### config.mk
export PLATFORM = sky130hd
export DESIGN_NAME = i2c_regmap_slave
export DESIGN_NICKNAME = d
export VERILOG_FILES = /design/src/rtl/i2c_rm_pkg.sv /design/src/rtl/i2c_rm_filter.sv /design/src/rtl/i2c_rm_fsm.sv /design/src/rtl/i2c_rm_regbank.sv /design/src/rtl/i2c_regmap_slave.sv
export SDC_FILE = /design/constraint.sdc
export NUM_CORES = 1
export LEC_CHECK = 0
export CAP_MARGIN = 20
export CORE_UTILIZATION = 50
export DETAILED_ROUTE_END_ITERATION = 12
export DONT_BUFFER_PORTS = 1
export PLACE_DENSITY = 0.62
export SLEW_MARGIN = 20
export SYNTH_ARGS = -nofsm -noshare
export SYNTH_HDL_FRONTEND = slang
export SYNTH_SLANG_ARGS = --single-unit
### constraint.sdc
create_clock -name clk -period 3.1 [get_ports clk]
set_input_delay 0.775 -clock clk [delete_from_list [all_inputs] [get_ports clk]]
set_output_delay 0.775 -clock clk [all_outputs]
set_load 0.05 [all_outputs]
### src/rtl/i2c_rm_pkg.sv
package i2c_rm_pkg;
  typedef enum logic [3:0] {
    ST_IDLE,
    ST_ADDR,
    ST_ADDR_ACK,
    ST_SUB,
    ST_SUB_ACK,
    ST_WDATA,
    ST_WDATA_ACK,
    ST_RDATA,
    ST_RDATA_ACK,
    ST_SKIP
  } rm_state_t;
endpackage

### src/rtl/i2c_rm_filter.sv
// Two-flop synchronizer followed by a stability filter: the output follows
// the input only after FILT consecutive samples disagree with it.
module i2c_rm_filter #(
  parameter int FILT = 3
) (
  input  logic clk,
  input  logic rst,
  input  logic line_in,
  output logic line_out
);
  localparam int CW = $clog2(FILT + 1);

  logic [1:0]    sync;
  logic [CW-1:0] cnt;

  always_ff @(posedge clk) begin
    if (rst) begin
      sync     <= 2'b11;
      cnt      <= '0;
      line_out <= 1'b1;
    end else begin
      sync <= {sync[0], line_in};
      if (sync[1] == line_out) begin
        cnt <= '0;
      end else if (cnt == CW'(FILT - 1)) begin
        line_out <= sync[1];
        cnt      <= '0;
      end else begin
        cnt <= cnt + 1'b1;
      end
    end
  end
endmodule

### src/rtl/i2c_rm_fsm.sv
// Bit and byte engine: start/stop detection, address match, pointer and
// data phases, acknowledge and read-data driving on SDA.
module i2c_rm_fsm
  import i2c_rm_pkg::*;
#(
  parameter logic [6:0] DEV_ID7 = 7'h20
) (
  input  logic       clk,
  input  logic       rst,
  input  logic       scl_f,
  input  logic       sda_f,
  input  logic       dev_sel,
  input  logic [7:0] rd_data,
  output logic [7:0] ptr,
  output logic [7:0] wr_addr,
  output logic [7:0] wr_data,
  output logic       wr_en,
  output logic       sda_low,
  output logic       start_det
);
  rm_state_t  state;
  logic       scl_d, sda_d;
  logic [3:0] bitcnt;
  logic [7:0] shreg, txreg;
  logic       is_read, mack;
  logic       scl_rise, scl_fall, stop_det, addr_hit, byte_end;

  assign scl_rise  = scl_f & ~scl_d;
  assign scl_fall  = ~scl_f & scl_d;
  assign start_det = scl_f & scl_d & sda_d & ~sda_f;
  assign stop_det  = scl_f & scl_d & ~sda_d & sda_f;
  assign addr_hit  = (shreg[7:1] == {DEV_ID7[6:1], dev_sel});
  assign byte_end  = scl_fall && (bitcnt == 4'd8);

  always_ff @(posedge clk) begin
    if (rst) begin
      state   <= ST_IDLE;
      scl_d   <= 1'b1;
      sda_d   <= 1'b1;
      bitcnt  <= '0;
      shreg   <= '0;
      txreg   <= '0;
      is_read <= 1'b0;
      mack    <= 1'b0;
      ptr     <= '0;
      wr_addr <= '0;
      wr_data <= '0;
      wr_en   <= 1'b0;
      sda_low <= 1'b0;
    end else begin
      scl_d <= scl_f;
      sda_d <= sda_f;
      wr_en <= 1'b0;
      if (start_det) begin
        state   <= ST_ADDR;
        bitcnt  <= '0;
        sda_low <= 1'b0;
      end else if (stop_det) begin
        state   <= ST_IDLE;
        sda_low <= 1'b0;
      end else begin
        case (state)
          ST_ADDR, ST_SUB, ST_WDATA: begin
            if (scl_rise) begin
              shreg  <= {shreg[6:0], sda_f};
              bitcnt <= bitcnt + 4'd1;
            end else if (byte_end) begin
              bitcnt <= '0;
              if (state == ST_ADDR) begin
                if (addr_hit) begin
                  sda_low <= 1'b1;
                  is_read <= shreg[0];
                  state   <= ST_ADDR_ACK;
                end else begin
                  state <= ST_SKIP;
                end
              end else if (state == ST_SUB) begin
                ptr     <= shreg;
                sda_low <= 1'b1;
                state   <= ST_SUB_ACK;
              end else begin
                wr_en   <= 1'b1;
                wr_addr <= ptr;
                wr_data <= shreg;
                ptr     <= ptr + 8'd1;
                sda_low <= 1'b1;
                state   <= ST_WDATA_ACK;
              end
            end
          end
          ST_ADDR_ACK, ST_SUB_ACK, ST_WDATA_ACK: begin
            if (scl_fall) begin
              if (state == ST_ADDR_ACK && is_read) begin
                txreg   <= rd_data;
                sda_low <= ~rd_data[7];
                bitcnt  <= '0;
                state   <= ST_RDATA;
              end else begin
                sda_low <= 1'b0;
                state   <= (state == ST_ADDR_ACK) ? ST_SUB : ST_WDATA;
              end
            end
          end
          ST_RDATA: begin
            if (scl_rise) begin
              bitcnt <= bitcnt + 4'd1;
            end else if (byte_end) begin
              sda_low <= 1'b0;
              ptr     <= ptr + 8'd1;
              state   <= ST_RDATA_ACK;
            end else if (scl_fall) begin
              txreg   <= {txreg[6:0], 1'b0};
              sda_low <= ~txreg[6];
            end
          end
          ST_RDATA_ACK: begin
            if (scl_rise) begin
              mack <= ~sda_f;
            end else if (scl_fall) begin
              if (mack) begin
                txreg   <= rd_data;
                sda_low <= ~rd_data[7];
                bitcnt  <= '0;
                state   <= ST_RDATA;
              end else begin
                state <= ST_SKIP;
              end
            end
          end
          default: ;
        endcase
      end
    end
  end
endmodule

### src/rtl/i2c_rm_regbank.sv
// Byte register bank: RW entries in an inferable RAM array, RO entries
// computed from their index, registered read port.
module i2c_rm_regbank #(
  parameter int         NUM_REGS = 16,
  parameter int         RO_FIRST = 12,
  parameter logic [7:0] RO_TAG   = 8'hA0
) (
  input  logic       clk,
  input  logic       wr_en,
  input  logic [7:0] wr_addr,
  input  logic [7:0] wr_data,
  input  logic [7:0] rd_addr,
  output logic [7:0] rd_data
);
  localparam int         IW     = (RO_FIRST > 1) ? $clog2(RO_FIRST) : 1;
  localparam logic [7:0] RO_LIM = 8'(RO_FIRST);
  localparam logic [7:0] N_LIM  = 8'(NUM_REGS);

  logic [7:0] mem [RO_FIRST];

  always_ff @(posedge clk) begin
    if (wr_en && (wr_addr < RO_LIM)) begin
      mem[wr_addr[IW-1:0]] <= wr_data;
    end
  end

  always_ff @(posedge clk) begin
    if (rd_addr < RO_LIM) begin
      rd_data <= mem[rd_addr[IW-1:0]];
    end else if (rd_addr < N_LIM) begin
      rd_data <= RO_TAG | rd_addr;
    end else begin
      rd_data <= 8'h00;
    end
  end
endmodule

### src/rtl/i2c_regmap_slave.sv
module i2c_regmap_slave #(
  parameter int         FILT     = 3,
  parameter logic [6:0] DEV_ID7  = 7'h20,
  parameter int         NUM_REGS = 16,
  parameter int         RO_FIRST = 12,
  parameter logic [7:0] RO_TAG   = 8'hA0
) (
  input  logic clk,
  input  logic rst,
  input  logic dev_sel,
  input  logic scl_in,
  input  logic sda_in,
  output logic sda_drive_low
);
  logic       scl_f, sda_f, start_det, wr_en;
  logic [7:0] ptr, wr_addr, wr_data, rd_data;

  i2c_rm_filter #(.FILT(FILT)) u_scl_flt (
    .clk(clk), .rst(rst), .line_in(scl_in), .line_out(scl_f)
  );

  i2c_rm_filter #(.FILT(FILT)) u_sda_flt (
    .clk(clk), .rst(rst), .line_in(sda_in), .line_out(sda_f)
  );

  i2c_rm_fsm #(.DEV_ID7(DEV_ID7)) u_fsm (
    .clk(clk), .rst(rst), .scl_f(scl_f), .sda_f(sda_f), .dev_sel(dev_sel),
    .rd_data(rd_data), .ptr(ptr), .wr_addr(wr_addr), .wr_data(wr_data),
    .wr_en(wr_en), .sda_low(sda_drive_low), .start_det(start_det)
  );

  i2c_rm_regbank #(.NUM_REGS(NUM_REGS), .RO_FIRST(RO_FIRST), .RO_TAG(RO_TAG)) u_regs (
    .clk(clk), .wr_en(wr_en), .wr_addr(wr_addr), .wr_data(wr_data),
    .rd_addr(ptr), .rd_data(rd_data)
  );
endmodule

==> flow_summary.ini, run 1 <==
[yosys]
syn-num-nets = 559
synth_compound_gate_area_share_pct = 9.556
syn_avg_cell_area_um2 = 12.97
yosys.area_share.simple_pct = 12.09
muxShareOfSynthArea_pct = 12.93
synth_top_family_by_area = multiplexers
synth_cell_types = 57
synth-xor-area-share_pct = 0.4918
synth_edf_count = 96
synth-seq-area-share_pct = 61.55
syn_inst = 549
synth_seq_cells = 171
ys_warn_count = 0
synth_adder_area_share_pct = 0.8783
synth-async-reset-ratio_pct = 0
netlist_area_mm2 = 0.007123
synth_flop_cell = edfxtp_1

[timing]
fmax_ghz = 0.4012
slew-limit-headroom_pct = 40.69
setup_ws_ns = 0.6077
min_period_over_period_pct = 80.40
fin_setup_tns_ns = 0
rsz0062_at_grt = no
hold_violations = 0
timing.hold.ws_ns = 0.4096
skew_ns = 0.008076
tightest_slew_ns = 0.8864
setup_violations = 0
fin_crit_ns = 2.492
maxSlewViolCount = 0

[grt]
antenna_found_initial = 0
grt_first_pass_wirelength_um = 23340
first_global_vias = 4267
grt_max_degree = 57
grtUsageTotal_pct = 21.70
grt_overflow = 0

[clock_tree]
cts_max_level = 4
root_buffer = clkbuf_16
cts.sinks = 171
cts_hold_repair.buffers = 0
tritoncts = built
cts_buffers = 17
post_cts_buffers = 0
clkLatencyLatePin_ns = 0.42
clk_pin_slew_ns = 0.07
cts.path.max_buffers = 2
post_cts_resized = 0

[critical_path]
r2r_slack_ns = 0.61
cp-start-kind = flip-flop
crit_slowest_cell = dfxtp_1
cp.arrival_ns = 2.81
worst_setup_path_end_kind = flip-flop
path_max_fanout = 19
reg2regPathDepth = 5
worstPathRequired_ns = 3.42
max_stage_delay_ns = 0.70
r2r_end = u_fsm.txreg[5]$_SDFFE_PP0P_
crit_buf_inv = 0
crit_chain = nor2_1, o211a_2, nor4_4, a21oi_1, a311oi_1
worstReg2RegStart = u_fsm.state[1]$_SDFFE_PP0P_
worstSetupPathType = flip-flop to flip-flop
crit_family = simple AND/OR/NAND/NOR gates

[hold_path]
min_to = u_scl_flt.cnt[0]$_SDFF_PP0_
hp-class = flip-flop to flip-flop
worstHoldStart = u_scl_flt.cnt[0]$_SDFF_PP0_
holdPathStages = 1

[floorplanning]
num_rows = 43
fp.coreArea_mm2 = 0.01388
die_area_mm2 = 0.01473
start_util_pct = 51.32
die_y_um = 121.4
die_w_um = 121.4
ios = 6

[finish]
syn2layout_area_growth_pct = 11.24
utilization_pct = 57.08
drive_gt1_share_pct = 15.99
post-route-cell-area_mm2 = 0.007924
antennaDiodeCount = 0
stdcell_count = 743
nFillCells = 1139
nets = 560

[power_and_ir_drop]
seq_power_share_pct = 52.4
ir_drop_mv = 0.4097
pwr-share-clk_pct = 47.3
power_density_mw_per_mm2 = 571.8
intPower_mw = 3.596
p_leak_nw = 2.714
p_sw_share_pct = 20.64
total_power_mw = 4.531
share_comb_of_total_power_pct = 0.3
p_sw_mw = 0.9349

[run_status]
status = complete, no violations

[placement]
globalplace.congestion = 0.9057
place_hpwl_um = 9441
place_area_mm2 = 0.007320
dp_cells = 711
port_buffers = 0
dpl_worst_slack_ns = 0.6249

[routing]
vias = 4344
first_pass_iters = 4
drtIter0Drc = 273
drc = 0
via_per_inst = 5.847
antenna_left = 0
drt-wirelength-per-cell_um = 19.52
wirelength_um = 14510

[flow_run]
cap_violations = 0
[per-layer routing]
layer  part of all wire (%)  vias up  global-route usage [%]
li1                       -     2101                       -
met1                     49     2162                   31.75
met2                     46       70                   32.14
met3                    3.6       11                   4.652
met4                    1.2        0                   6.944
met5                      0        -                       0
[final cells by class]
cell class / count / area, um^2 / area share, %
Clock buffer: 17 / 425.4 / 5.369
Clock inverter: 15 / 178.9 / 2.258
Multi-Input combinational cell: 338 / 2571 / 32.45
Timing Repair Buffer: 15 / 112.6 / 1.421
Tap cell: 180 / 225.2 / 2.842
Sequential cell: 171 / 4384 / 55.33
Inverter: 7 / 26.28 / 0.3316
[logic make-up (layout without fill, tap and decap cells)]
| family | Yosys count | in the layout |
|---|---|---|
| compound gates | 101 | 101 |
| xor+xnor | 4 | 4 |
| fa+ha+maj | 5 | 5 |
| buf+inv | 40 | 54 |
| flops | 171 | 171 |
| mux | 62 | 62 |
| simple gates | 166 | 166 |
[Yosys cell counts (2+ instances only)]
cell,n,area [um^2]
edfxtp_1,96,2883
dfxtp_1,75,1501
nor2_1,62,232.7
mux2i_1,38,380.4
a21oi_1,30,150.1
mux4_2,24,540.5
clkbuf_1,23,86.33
nand2_1,22,82.58
o21ai_0,16,80.08
nor2b_1,12,75.07
nand3_1,11,55.05
a211oi_1,10,75.07
or2_2,10,62.56
a311oi_1,8,70.07
nor3_1,8,40.04
inv_1,7,26.28
nand4_1,7,43.79
nand2b_1,6,37.54
o31ai_1,6,45.04
or3_1,6,37.54
buf_2,5,25.02
ha_1,5,62.56
a211o_1,4,35.03
o22ai_1,4,25.02
a21o_1,3,22.52
a221oi_1,3,26.28
buf_6,3,33.78
nand3b_1,3,22.52
nor3b_1,3,22.52
nor4_1,3,18.77
nor4b_1,3,26.28
xnor2_1,3,26.28
a31oi_1,2,12.51
a32o_1,2,20.02
and3_1,2,12.51
buf_1,2,7.510
o211ai_1,2,15.01
[worst register-to-register path, cell delays in order (launching register included)]
cell,delay (ns)
dfxtp_1,0.70
nor2_1,0.28
o211a_2,0.34
nor4_4,0.62
a21oi_1,0.16
a311oi_1,0.29
[worst max-delay path by stage]
stage	startpoint	endpoint	slack [ns]	cells past startpoint
floorplan	u_fsm.state[1]$_SDFFE_PP0P_	u_fsm.txreg[1]$_SDFFE_PP0P_	1.01	8
global route	u_fsm.state[1]$_SDFFE_PP0P_	u_fsm.txreg[4]$_SDFFE_PP0P_	0.42	5
detailed placement	u_fsm.state[3]$_SDFFE_PP0P_	u_fsm.txreg[5]$_SDFFE_PP0P_	0.62	5
finish	u_fsm.state[1]$_SDFFE_PP0P_	u_fsm.txreg[5]$_SDFFE_PP0P_	0.61	5
global placement	u_fsm.state[3]$_SDFFE_PP0P_	u_fsm.txreg[4]$_SDFFE_PP0P_	0.76	5
CTS	u_fsm.state[3]$_SDFFE_PP0P_	u_fsm.txreg[5]$_SDFFE_PP0P_	0.61	5
[power by group through the flow]
| stage | logic [mW] | clock network [mW] | registers, mW |
|---|---|---|---|
| global placement | 0.0130 | 0 | 2.42 |
| floorplan | 0.0202 | 0 | 2.42 |
| CTS | 0.0135 | 2.19 | 2.37 |
| finish | 0.0133 | 2.14 | 2.37 |
| global route | 0.0150 | 2.28 | 2.37 |
| detailed placement | 0.0134 | 0 | 2.42 |
[cell usage in the layout (no fill, tap or decap), types with 3 or more instances in the layout]
master	instances
buf_4	15
nor3_1	8
nor2_1	62
o31ai_1	6
clkinvlp_4	3
or2_2	10
a21o_1	3
a211o_1	4
nor4b_1	3
ha_1	5
or3_1	6
xnor2_1	3
nand3_1	11
nor2b_1	12
mux4_2	24
edfxtp_1	96
nand3b_1	3
dfxtp_1	75
inv_6	6
nand2b_1	6
mux2i_1	38
a211oi_1	10
a311oi_1	8
a221oi_1	3
inv_1	7
a21oi_1	30
nand2_1	22
o21ai_0	16
clkbuf_16	17
o22ai_1	4
nand4_1	7
[state kept, by name (all words and copies together), names as in the netlist, 2 cells and up, named ones only]
name	flops
u_sda_flt.cnt	2
u_sda_flt.sync	2
u_fsm.wr_data	8
u_fsm.txreg	7
u_fsm.state	4
u_fsm.wr_addr	8
u_regs.mem	96
u_fsm.bitcnt	4
u_regs.rd_data	8
u_fsm.shreg	8
u_scl_flt.sync	2
u_fsm.ptr	8
u_scl_flt.cnt	2
No activity file was read; power rests on OpenSTA's default activity.
==> inputs of run 2 (changes only) <==
--- a/config.mk
+++ b/config.mk
@@ -9,7 +9,7 @@
 export CORE_UTILIZATION = 50
 export DETAILED_ROUTE_END_ITERATION = 12
 export DONT_BUFFER_PORTS = 1
-export PLACE_DENSITY = 0.62
+export PLACE_DENSITY = 0.65
 export SLEW_MARGIN = 20
 export SYNTH_ARGS = -nofsm -noshare
 export SYNTH_HDL_FRONTEND = slang
==> constraint.sdc (replaced) <==
create_clock -name clk -period 2.1 [get_ports clk]
set_input_delay 0.525 -clock clk [delete_from_list [all_inputs] [get_ports clk]]
set_output_delay 0.525 -clock clk [all_outputs]
set_load 0.05 [all_outputs]
==> run 2 against run 1 <==
Compared with the run above:
- sequential share of layout area is 2.6 points lower
- register-to-register slack worse by 0.52 ns
- power is 48% higher
- worst setup slack worse by 0.52 ns
- worst hold slack worse by 0.24 ns
- flip-flop and latch count stayed put
- count of clock-buffer cells in the layout stayed put
- wire length is 4.9% higher
- cell count is 5.0% higher
- critical path type unchanged
- critical endpoint is now u_fsm.txreg[2]$_SDFFE_PP0P_
- highest routed layer unchanged
==> flow_summary.ini, run 2 (synthesis gave the netlist of run 1 again) <==
[grt]
antenna_found_initial = 0
grtUsageTotal_pct = 21.90
grt_max_degree = 57
first_global_vias = 4528
grt_busiest_layer = met2
grt_overflow = 0
met2_usage_pct = 35.44
met3_usage_pct = 4.370
grt_first_pass_wirelength_um = 23940
gr-usage-met1_pct = 29.49

[finish]
nets = 597
regArea_mm2 = 0.004390
final_common_cell = edfxtp_1
largest_reg_flops = 96
utilization_pct = 59.95
nFillCells = 1109
antennaDiodeCount = 0
post-route-cell-area_mm2 = 0.008322
final_cell_mix = edfxtp_1, dfxtp_1, nor2_1, buf_4, mux2i_1
drive_gt1_share_pct = 23.33
syn2layout_area_growth_pct = 16.83
multi_input_area_mm2 = 0.002658

[floorplanning]
ios = 6
num_rows = 43
die_area_mm2 = 0.01473
start_util_pct = 51.32
fp.coreArea_mm2 = 0.01388
die_y_um = 121.4
die_w_um = 121.4

[placement]
place_area_mm2 = 0.007570
place_hpwl_um = 9945
dpl_worst_slack_ns = -0.1385
globalplace.congestion = 0.8856
port_buffers = 0

[clock_tree]
cts_max_level = 4
cts.path.max_buffers = 2
tritoncts = built
clkLatencyLatePin_ns = 0.42
root_buffer = clkbuf_16
cts_buffers = 17
clk_pin_slew_ns = 0.06
cts.sinks = 171

[timing]
hold_violations = 0
tightest_slew_ns = 0.6147
setup_violations = 0
min_period_over_period_pct = 95.63
fin_crit_ns = 2.008
skew_ns = 0.008563
setup_ws_ns = 0.09173
fmax_ghz = 0.4979
slew-limit-headroom_pct = 58.95
maxSlewViolCount = 0

[routing]
wirelength_um = 15210
drtIter0Drc = 295
drt-wirelength-per-cell_um = 19.50
antenna_left = 0
drc = 0
via_per_inst = 5.845
first_pass_iters = 4
vias = 4559

[flow_run]
cap_violations = 0

[power_and_ir_drop]
p_sw_mw = 1.318
share_comb_of_total_power_pct = 0.3
power_density_mw_per_mm2 = 807.6
pwr-share-clk_pct = 47.5
total_power_mw = 6.721
p_sw_share_pct = 19.61
seq_power_share_pct = 52.1
intPower_mw = 5.403
ir_drop_mv = 0.5794
p_leak_nw = 2.934

[critical_path]
reg2regPathDepth = 8
r2r_slack_ns = 0.09
cp-start-kind = flip-flop
worstSetupPathType = flip-flop to flip-flop
worst_setup_path_end_kind = flip-flop
worstReg2RegStart = u_fsm.bitcnt[1]$_SDFFE_PP0P_
worstPathRequired_ns = 2.43
path_max_fanout = 7
cp-endpoint = u_fsm.txreg[2]$_SDFFE_PP0P_
cp.arrival_ns = 2.34
r2r_end = u_fsm.txreg[2]$_SDFFE_PP0P_
crit_start = u_fsm.bitcnt[1]$_SDFFE_PP0P_

[hold_path]
hp-class = input port to flip-flop
worstHoldStart = rst

[run_status]
status = complete, no violations
==> run 2: changes by cell type in the layout (fill, tap and decap cells not counted), sizes merged <==
cell      previous run  this run
inv                 15        11
clkinv               2         3
bufinv               2         3
clkinvlp             3         5
buf                 15        51
a211oi              11        12
==> run 2: area by class of cell <==
type	instances	area share [%]
multi-input cells	339	31.94
repair buffers	51	4.917
clock buffers	17	5.112
flip-flops and latches	171	52.76
well taps	180	2.706
clock inverters	15	2.255
inverters	7	0.3157
==> run 2: stage by stage <==
stage / TNS (ns) / hold slack [ns] / std cells
after CTS: 0 / 0.1616 / 773
after floorplan: 0 / 0.3895 / 549
after detailed placement: -0.5855 / 0.4079 / 741
after global routing: -0.2152 / 0.1576 / 780
after global placement: -0.04967 / 0.3915 / 741
final: 0 / 0.1729 / 780
==> run 2: how the worst min path moves through the flow <==
stage | endpoint | cells past startpoint | slack, ns
4_1_cts | u_fsm.shreg[4]$_SDFFE_PP0P_ | 1 | 0.16
5_1_grt | u_fsm.txreg[1]$_SDFFE_PP0P_ | 1 | 0.16
6_report | u_fsm.txreg[4]$_SDFFE_PP0P_ | 1 | 0.17
3_5_place_dp | u_scl_flt.sync[1]$_SDFF_PP1_ | 1 | 0.41
2_1_floorplan | u_scl_flt.sync[1]$_SDFF_PP1_ | 1 | 0.39
3_3_place_gp | u_scl_flt.sync[1]$_SDFF_PP1_ | 1 | 0.39
==> run 2: what timing repair did <==
item,in CTS,in global routing
endpoints found under the hold margin,0,0
pin swaps,1,6
cloned,0,2
buffers inserted,0,5
gates resized for setup,3,15
hold buffers,0,0
endpoints found under the setup margin,9,31
==> run 2: routing by layer <==
metal | up-vias | part of all wire [%]
li1 | 2172 | -
met1 | 2276 | 45
met2 | 95 | 49
met3 | 16 | 4.4
met4 | 0 | 1.0
met5 | - | 0
==> run 2: power groups by stage <==
stage               registers (mW)  logic, mW  clock network (mW)
floorplan                     3.58     0.0298                   0
global placement              3.58     0.0209                   0
detailed placement            3.58     0.0218                   0
CTS                           3.50     0.0219                3.25
global route                  3.50     0.0250                3.38
finish                        3.50     0.0224                3.19
==> run 2: worst max-delay path, stage by stage (launching register included) <==
cell and delay (ns):
dfxtp_1 0.40, inv_1 0.06, ha_1 0.19, nand3b_1 0.24
o22ai_2 0.17, nor4_4 0.33, buf_6 0.17, a21oi_1 0.08
a311oi_2 0.27
